`src/rtl/i2f_pkg.sv`:
```
package i2f_pkg;
  localparam int DW       = 64;
  localparam int EW       = 11;
  localparam int FW       = 52;
  localparam int BIAS     = 1023;
  localparam int DBL_KEEP = 53;
  localparam int SGL_KEEP = 24;
  localparam int LZW      = $clog2(DW);

  typedef enum logic [1:0] {ST_IDLE, ST_NORM, ST_RND, ST_DONE} i2f_state_t;

  // position count of zeros above the leading one (operand must be nonzero)
  function automatic logic [LZW-1:0] lead_zeros(input logic [DW-1:0] v);
    logic [LZW-1:0] n;
    n = '0;
    for (int i = 0; i < DW; i++) begin
      if (v[i]) n = LZW'(DW - 1 - i);
    end
    return n;
  endfunction

  // round to nearest, ties to even
  function automatic logic rne_up(input logic lsb, input logic g,
                                  input logic r, input logic x);
    return g & (lsb | r | x);
  endfunction
endpackage

```
`src/rtl/i2f_prep.sv`:
```
module i2f_prep
  import i2f_pkg::*;
#(
  parameter int OPW = DW
) (
  input  logic [OPW-1:0] op,
  input  logic           is_unsigned,
  output logic           sign,
  output logic [OPW-1:0] mag,
  output logic           zero
);
  assign sign = ~is_unsigned & op[OPW-1];
  assign mag  = sign ? (~op + OPW'(1)) : op;
  assign zero = (op == '0);
endmodule

```
`src/rtl/i2f_norm.sv`:
```
module i2f_norm
  import i2f_pkg::*;
#(
  parameter int OPW = DW
) (
  input  logic [OPW-1:0] mag,
  output logic [OPW-1:0] frac,
  output logic [LZW-1:0] exp_unb
);
  logic [LZW-1:0] lz;
  assign lz      = lead_zeros(mag);
  assign frac    = mag << lz;
  assign exp_unb = LZW'(OPW - 1) - lz;
endmodule

```
`src/rtl/i2f_round.sv`:
```
module i2f_round
  import i2f_pkg::*;
#(
  parameter int KEEP = DBL_KEEP,
  parameter int OPW  = DW
) (
  input  logic [OPW-1:0] frac,
  input  logic [LZW-1:0] exp_unb,
  input  logic           sign,
  input  logic           zero,
  output logic [OPW-1:0] word,
  output logic           inexact
);
  localparam int DROP = OPW - KEEP;

  logic            lsb_b, grd_b, rnd_b, stk_b, inc;
  logic [KEEP:0]   sum;
  logic            carry;
  logic [FW-1:0]   fld;
  logic [EW-1:0]   bexp;

  assign lsb_b = frac[DROP];
  assign grd_b = frac[DROP-1];
  assign rnd_b = frac[DROP-2];
  assign stk_b = |frac[DROP-3:0];
  assign inc   = rne_up(lsb_b, grd_b, rnd_b, stk_b);
  assign sum   = {1'b0, frac[OPW-1:DROP]} + (KEEP+1)'(inc);
  assign carry = sum[KEEP];
  assign fld   = carry ? '0 : {sum[KEEP-2:0], {(FW-KEEP+1){1'b0}}};
  assign bexp  = EW'(BIAS) + EW'(exp_unb) + EW'(carry);

  assign word    = zero ? '0 : {sign, bexp, fld};
  assign inexact = ~zero & (grd_b | rnd_b | stk_b);
endmodule

```
`src/rtl/i2f_conv.sv`:
```
module i2f_conv
  import i2f_pkg::*;
#(
  parameter int OPW = DW
) (
  input  logic           clk,
  input  logic           rst_n,
  input  logic           in_valid,
  output logic           in_ready,
  input  logic [OPW-1:0] in_op,
  input  logic [1:0]     in_cmd,
  output logic           out_valid,
  input  logic           out_ready,
  output logic [OPW-1:0] out_res,
  output logic           out_inexact
);
  localparam int NPREC = 2;

  i2f_state_t st;

  logic           accept_evt;
  logic           pre_sign, pre_zero;
  logic [OPW-1:0] pre_mag;
  logic           op_sign, op_zero, res_single, res_unsigned;
  logic [OPW-1:0] op_mag;
  logic [OPW-1:0] nrm_frac_w, nrm_frac;
  logic [LZW-1:0] nrm_exp_w, nrm_exp;
  logic [OPW-1:0] rnd_word [NPREC];
  logic [NPREC-1:0] rnd_inex;

  assign in_ready   = (st == ST_IDLE);
  assign out_valid  = (st == ST_DONE);
  assign accept_evt = in_valid & in_ready;

  i2f_prep #(.OPW(OPW)) u_prep (
    .op(in_op), .is_unsigned(in_cmd[1]),
    .sign(pre_sign), .mag(pre_mag), .zero(pre_zero)
  );

  i2f_norm #(.OPW(OPW)) u_norm (
    .mag(op_mag), .frac(nrm_frac_w), .exp_unb(nrm_exp_w)
  );

  for (genvar gi = 0; gi < NPREC; gi++) begin : g_prec
    localparam int KP = (gi == 0) ? DBL_KEEP : SGL_KEEP;
    i2f_round #(.KEEP(KP), .OPW(OPW)) u_rnd (
      .frac(nrm_frac), .exp_unb(nrm_exp), .sign(op_sign), .zero(op_zero),
      .word(rnd_word[gi]), .inexact(rnd_inex[gi])
    );
  end

  always_ff @(posedge clk) begin
    if (!rst_n) begin
      st           <= ST_IDLE;
      op_sign      <= 1'b0;
      op_zero      <= 1'b0;
      op_mag       <= '0;
      res_single   <= 1'b0;
      res_unsigned <= 1'b0;
      nrm_frac     <= '0;
      nrm_exp      <= '0;
      out_res      <= '0;
      out_inexact  <= 1'b0;
    end else begin
      unique case (st)
        ST_IDLE: if (accept_evt) begin
          op_sign      <= pre_sign;
          op_zero      <= pre_zero;
          op_mag       <= pre_mag;
          res_single   <= in_cmd[0];
          res_unsigned <= in_cmd[1];
          st           <= ST_NORM;
        end
        ST_NORM: begin
          nrm_frac <= nrm_frac_w;
          nrm_exp  <= nrm_exp_w;
          st       <= ST_RND;
        end
        ST_RND: begin
          out_res     <= rnd_word[res_single ? 1 : 0];
          out_inexact <= rnd_inex[res_single ? 1 : 0];
          st          <= ST_DONE;
        end
        ST_DONE: if (out_ready) st <= ST_IDLE;
        default: st <= ST_IDLE;
      endcase
    end
  end
endmodule

```
`config.mk`:
```
export PLATFORM = sky130hd
export DESIGN_NAME = i2f_conv
export DESIGN_NICKNAME = d
export VERILOG_FILES = /design/src/rtl/i2f_pkg.sv /design/src/rtl/i2f_prep.sv /design/src/rtl/i2f_norm.sv /design/src/rtl/i2f_round.sv /design/src/rtl/i2f_conv.sv
export SDC_FILE = /design/constraint.sdc
export NUM_CORES = 1
export LEC_CHECK = 0
export ABC_AREA = 1
export BUFFER_PORTS_ARGS = -buffer_cell sky130_fd_sc_hd__buf_2
export CORE_ASPECT_RATIO = 0.5
export CORE_MARGIN = 4
export CORE_UTILIZATION = 35
export DETAILED_ROUTE_END_ITERATION = 10
export PLACE_DENSITY = 0.54
export SKIP_CTS_REPAIR_TIMING = 1
export SLEW_MARGIN = 10
export SYNTH_ARGS = -nofsm -noshare
export SYNTH_HDL_FRONTEND = slang
export SYNTH_SLANG_ARGS = --single-unit
```
`constraint.sdc`:
```
create_clock -name clk -period 6.75 [get_ports clk]
set_input_delay 0.3375 -clock clk [delete_from_list [all_inputs] [get_ports clk]]
set_output_delay 0.3375 -clock clk [all_outputs]
set_load 0.005 [all_outputs]
```
After elaboration in Yosys (flattened, before gate mapping)
Index checks and enable logic that the tools add are counted.
{ "classes": {"n_addsub": 7, "multipliers": 0, "div_mod_pow": 0, "order_cmp": 2, "eq_ne": 5, "n_shift": 1, "mux": 79, "bitwise_logic": 18, "n_reduce_logical": 6} }
{ "op_table": {"columns": ["op", "count"], "rows": [
  ["6-bit two-way mux", 64],
  ["64-bit two-way mux", 6],
  ["52-bit two-way mux", 2],
  ["64-bit by 1-bit adder with 64-bit output, second input constant", 1],
  ["64-bit zero test", 1],
  ["64-bit inverter", 1],
  ["64-bit by 6-bit << shifter with 64-bit output", 1],
  ["53-bit by 1-bit adder with 54-bit output", 1],
  ["38-bit OR reduction", 1],
  ["32-bit by 2-bit greater-or-equal comparator with 1-bit output, second input constant", 1],
  ["32-bit inverter", 1],
  ["24-bit by 1-bit adder with 25-bit output", 1],
  ["11-bit by 1-bit adder with 11-bit output", 2],
  ["10-bit by 6-bit adder with 11-bit output, first input constant", 1],
  ["9-bit OR reduction", 1],
  ["1-bit OR", 8],
  ["2-bit case mux with 4 select lines", 1],
  ["1-bit bitwise AND", 6],
  ["6-bit subtractor, first input constant", 1],
  ["2-bit equality test, second input constant", 2],
  ["1-bit two-way mux", 4],
  ["2-bit two-way mux", 2],
  ["2-bit by 1-bit != test with 1-bit output, second input constant", 2],
  ["2-bit AND reduction", 2],
  ["4 further kinds", 5]
]} }
{ "word_totals": {"reg_bits": 204, "latch_bits": 0, "ramBits": 0, "rom_bits": 0, "inputBits": 70, "n_memories": 0} }

Longest topological paths before layout
{ "depth": {"word_depth": 65, "mapped_depth": 77, "mapped_depth_nobuf": 76} }

By module
A second synthesis with hierarchy kept.
{ "unflattened": {"hier_cells": 3552, "hier_area_um2": 19389.8} }
{ "modules_own_cells": {"columns": ["module", "n_inst", "cells_each", "area_per_inst_um2", "seq_area_each_um2"], "rows": [
  ["i2f_conv", 1, 1175, 8216.6, 4083.9],
  ["i2f_norm", 1, 1211, 5460.2, 0.0],
  ["i2f_prep", 1, 474, 2362.3, 0.0],
  ["i2f_round (g_prec[0].u_rnd)", 1, 448, 2119.5, 0.0],
  ["i2f_round (g_prec[1].u_rnd)", 1, 244, 1231.2, 0.0]
]} }

Worst setup path after synthesis
OpenSTA, ideal clock, no wires.
{ "synth_timing": {"path_kind": "register to register", "startpoint": "register nrm_frac[13]", "endpoint": "register out_res[58]", "setup_time_ns": 0.132, "t_arrival_ns": 4.630, "required_time_ns": 6.618, "path_slack_ns": 1.988, "stages_incl_launch_ff": 35, "path_buffers": 0, "period_less_slack_ns": 4.762, "path_cell_list": "dfxtp_1 > inv_1 > nor3_1 > nand3_1 > nor2_1 > inv_1 > nor3_1 > inv_1 > nor4_1 > inv_1 > nor2_1 > nand4_1 > nor2_1 > inv_1 > nor3_1 > nand4_1 > nor2_1 > inv_1 > nor3_1 > nand3_1 > nor2_1 > nand2_1 > nor4_2 > ha_1 > ha_1 > mux2i_1 > nor2_1 > inv_1 > nor2_1 > inv_1 > nor2_1 > inv_1 > nor3_1 > a211o_1 > a21oi_1"} }
{ "synth_via": {"elab_chain_len": 9, "elab_cells_between_ends": 12, "classes_between": "4 x add/sub; 5 x mux; 2 x bitwise; 1 x reduce/logical"} }
{ "synth_rtl": {"columns": ["element", "line", "rtl"], "rows": [
  ["start: declaration", "i2f_conv.sv:26", "logic [OPW-1:0] nrm_frac_w, nrm_frac;"],
  ["start signal: assignment", "i2f_conv.sv:75", "nrm_frac <= nrm_frac_w;"],
  ["38-bit OR reduction", "i2f_round.sv:25", "assign stk_b = |frac[DROP-3:0];"],
  ["1-bit OR", "i2f_pkg.sv:25", "return g & (lsb | r | x);"],
  ["1-bit bitwise AND", "i2f_pkg.sv:25", null],
  ["24-bit by 1-bit adder with 25-bit output", "i2f_round.sv:27", "assign sum = {1'b0, frac[OPW-1:DROP]} + (KEEP+1)'(inc);"],
  ["11-bit by 1-bit adder with 11-bit output", "i2f_round.sv:30", "assign bexp = EW'(BIAS) + EW'(exp_unb) + EW'(carry);"],
  ["64-bit two-way mux", "i2f_round.sv:32", "assign word = zero ? '0 : {sign, bexp, fld};"],
  ["64-bit two-way mux * (3 in series)", "i2f_conv.sv:80", "out_res <= rnd_word[res_single ? 1 : 0];"],
  ["end signal: assignment", "i2f_conv.sv:80", null],
  ["end: declaration", "i2f_conv.sv:14", "output logic [OPW-1:0] out_res,"]
]} }
Mark *: on every way between the ends. The rest lies on a longest branch, timed or not. The select of a mux whose other input is x is not followed.
A chain may end at the register's enable or synchronous reset.

Worst setup path after layout
{ "layout_timing": {"startpoint": "register nrm_frac[10]", "endpoint": "register out_res[58]"} }
The elaborated chain is that of the path after synthesis.

==> flow_metrics.tcl <==
set metrics [dict create \
    drtIter0Drc 1749 \
    cpPeakStageDelay_ns 0.39 \
    async_flop_share_pct 0 \
    fin_crit_ns 5.63 \
    finalSetupViolCount 0 \
    drc_errors 0 \
    multiInputGateArea_sq_um 10000 \
    clk_latency_ns 0.55 \
    netlist_instances 2754 \
    fin_cells 3390 \
    cts_buffer_depth 3 \
    fmax_ghz 0.177 \
    clkTransAtPathRegs_ns 0.07 \
    ys.flop_type "dfxtp_1" \
    wl_per_cell_um 16.7 \
    ys_seq_area_share_pct 25.7 \
    ys_ff_latch 204 \
    required_ns 7.14 \
    synth.avg_cell_area_sq_um 5.78 \
    core.rowCount 54 \
    skew_ns 0.0151 \
    root_buffer "clkbuf_16" \
    tns_ns 0 \
    dieHeight_um 159 \
    diodes 0 \
    grt_max_degree 84 \
    run_status "completed" \
    relSlewSlack_pct 17.9 \
    worstHoldPathType "in -> reg" \
    synth-edff-count 0 \
    final_layout_size_suffix_gt1_share_pct 7.74 \
    switching_share_pct 56.9 \
    place.gp.congestion 0.919 \
    cts.sinks 204 \
    drtAntennaViolNets 0 \
    setup.worst_path.start_class "flip-flop" \
    layout_worst_path_cycle_share_pct 83.5 \
    core-area_sq_um 44300 \
    first_pass_iters 7 \
    leakagePower_nw 7.99 \
    drv_cap 0 \
    cp_num_buf_inv 8 \
    crit_family "simple AND/OR/NAND/NOR gates" \
    yosys_warnings 0 \
    grt_pass1_wl_mm 88.9 \
    finalMaxSlewViolations 0 \
    synth_nets 2836 \
    pwr-share-seq_pct 19.3 \
    worstPathArrival_ns 6.03 \
    fill_cells 4972 \
    die_w_um 310 \
    gr-total-overflow 0 \
    dieArea_sq_um 49200 \
    ff2ff_setup_slack_ns 1.12 \
    combPwrFrac_pct 67.8 \
    start_util_pct 36.0 \
    dp_cells 3351 \
    worstMarginPinSlew_ns 1.23 \
    nets 2869 \
    ys_types 50 \
    seq_area_sq_um 4080 \
    hold_violations 0 \
    p_switching_mw 5.67 \
    power.share.clock_pct 12.9 \
    rsz0062_at_grt "no" \
    grt_usage_pct 22.1 \
    cts_tree "yes" \
    end_kind "flip-flop" \
    io_buffer_count 136 \
    slowest_stage "nor3_1" \
    criticalPathCategory "reg -> reg" \
    num_vias 17700 \
    syn_area_sq_um 15900 \
    syn_to_final_growth_pct 11.0 \
    grt_antenna_before_repair 0 \
    power_density_nw_per_um2 564 \
    ios 137 \
    ir_drop_uv 359 \
    h-tree-depth 1 \
    numCtsBuffers 22 \
    p_int_mw 4.29 \
    worstPathMaxFanout 6 \
    viasPerCell 5.23 \
    grt_pass1_vias 15900 \
    wl_mm 56.6 \
    hpwl_mm 42.7 \
]
[cells in the final DEF, fill, tap and decap left out, types with 28 or more instances in the layout]
cell / netlist / routed
dfxtp_1: 204 / 204
inv_1: 313 / 310
nand4_1: 28 / 28
nand2_1: 669 / 668
a21oi_1: 184 / 182
nand3_1: 570 / 570
nor2_1: 227 / 223
nor4_1: 29 / 29
xnor2_1: 30 / 30
buf_2: 15 / 136
o21ai_0: 119 / 119
xor2_1: 57 / 57
nor3_1: 65 / 65
[cell families (layout without fill, tap and decap cells)]
family | Yosys count | count (layout) | synth area share (%)
and+or+nand+nor | 1605 | 1605 | 44.1
buffers and inverters | 471 | 519 | 11.6
AOI/OAI and AO/OA | 373 | 373 | 12.8
DFF | 204 | 204 | 25.7
xor gates and xnor gates | 87 | 87 | 4.79
adders and majority gates | 12 | 12 | 0.943
muxes | 2 | 2 | 0.126
[path summary, 6_finish.rpt]
path	start	cells after the start	endpoint
setup / recovery	nrm_frac[10]	34	out_res[58]
hold / removal	in_cmd[0]	3	res_single
hold reg to reg	out_res[33]	2	out_res[33]
setup reg to reg	nrm_frac[10]	34	out_res[58]
[registers in the layout, summed over array words and instances (netlist names)]
signal	cells
op_mag	64
nrm_exp	6
out_res	64
st	2
out_inexact	1
res_single	1
nrm_frac	64
op_sign	1
op_zero	1
[area by class of cell]
type	count	share of cell area, %
Multi-Input combinational cell	2079	56.8
Sequential cell	204	23.1
Inverter	321	6.83
Timing Repair Buffer	159	4.83
Tap cell	588	4.16
Clock buffer	31	3.48
Clock inverter	8	0.751
[stage by stage]
step                power, mW  worst slack, ns  hold slack (ns)  utilization (%)  instance area [sq um]
floorplan                6.73             1.99            0.441                -                  15900
global placement         8.55             1.28            0.449             38.2                  16900
detailed placement       8.55             1.16            0.453             38.2                  16900
CTS                      9.86             1.10           0.0584             39.9                  17700
global route             10.9            0.102           0.0985             39.9                  17700
finish                   9.96             1.12           0.0806             39.9                  17700
[layer usage]
| layer | vias to the layer above | wire (um) | GRT usage [%] |
|---|---|---|---|
| met1 | 7939 | 30400 | 36.4 |
| li1 | 9169 | - | - |
| met5 | - | 0 | 0 |
| met4 | 0 | 718 | 3.09 |
| met2 | 562 | 21400 | 29.6 |
| met3 | 44 | 3970 | 3.70 |
[cells in the mapped netlist (all sizes together), types with 30 or more instances]
cell type,n,share of area (%)
inv,315,7.4
xnor2,30,1.7
nor2,227,5.4
nor4,30,1.2
clkbuf,118,2.8
nand2,671,16
nand3,570,18
o21ai,123,3.9
xor2,57,3.1
a21oi,184,5.8
buf,32,1.2
dfxtp,204,26
nor3,65,2.0
[tightest hold or removal path: stages]
cell and delay [ns]:
buf_2 0.07, o21ai_0 0.07, a21oi_1 0.11
[power by group through the flow]
| stage | registers [mW] | clock network (mW) | logic [mW] |
|---|---|---|---|
| global placement | 1.93 | 0 | 6.62 |
| floorplan | 1.80 | 0 | 4.93 |
| CTS | 1.91 | 1.32 | 6.63 |
| detailed placement | 1.94 | 0 | 6.61 |
| finish | 1.92 | 1.28 | 6.75 |
| global route | 1.97 | 1.36 | 7.57 |
Power figures use the tool's default switching activity.
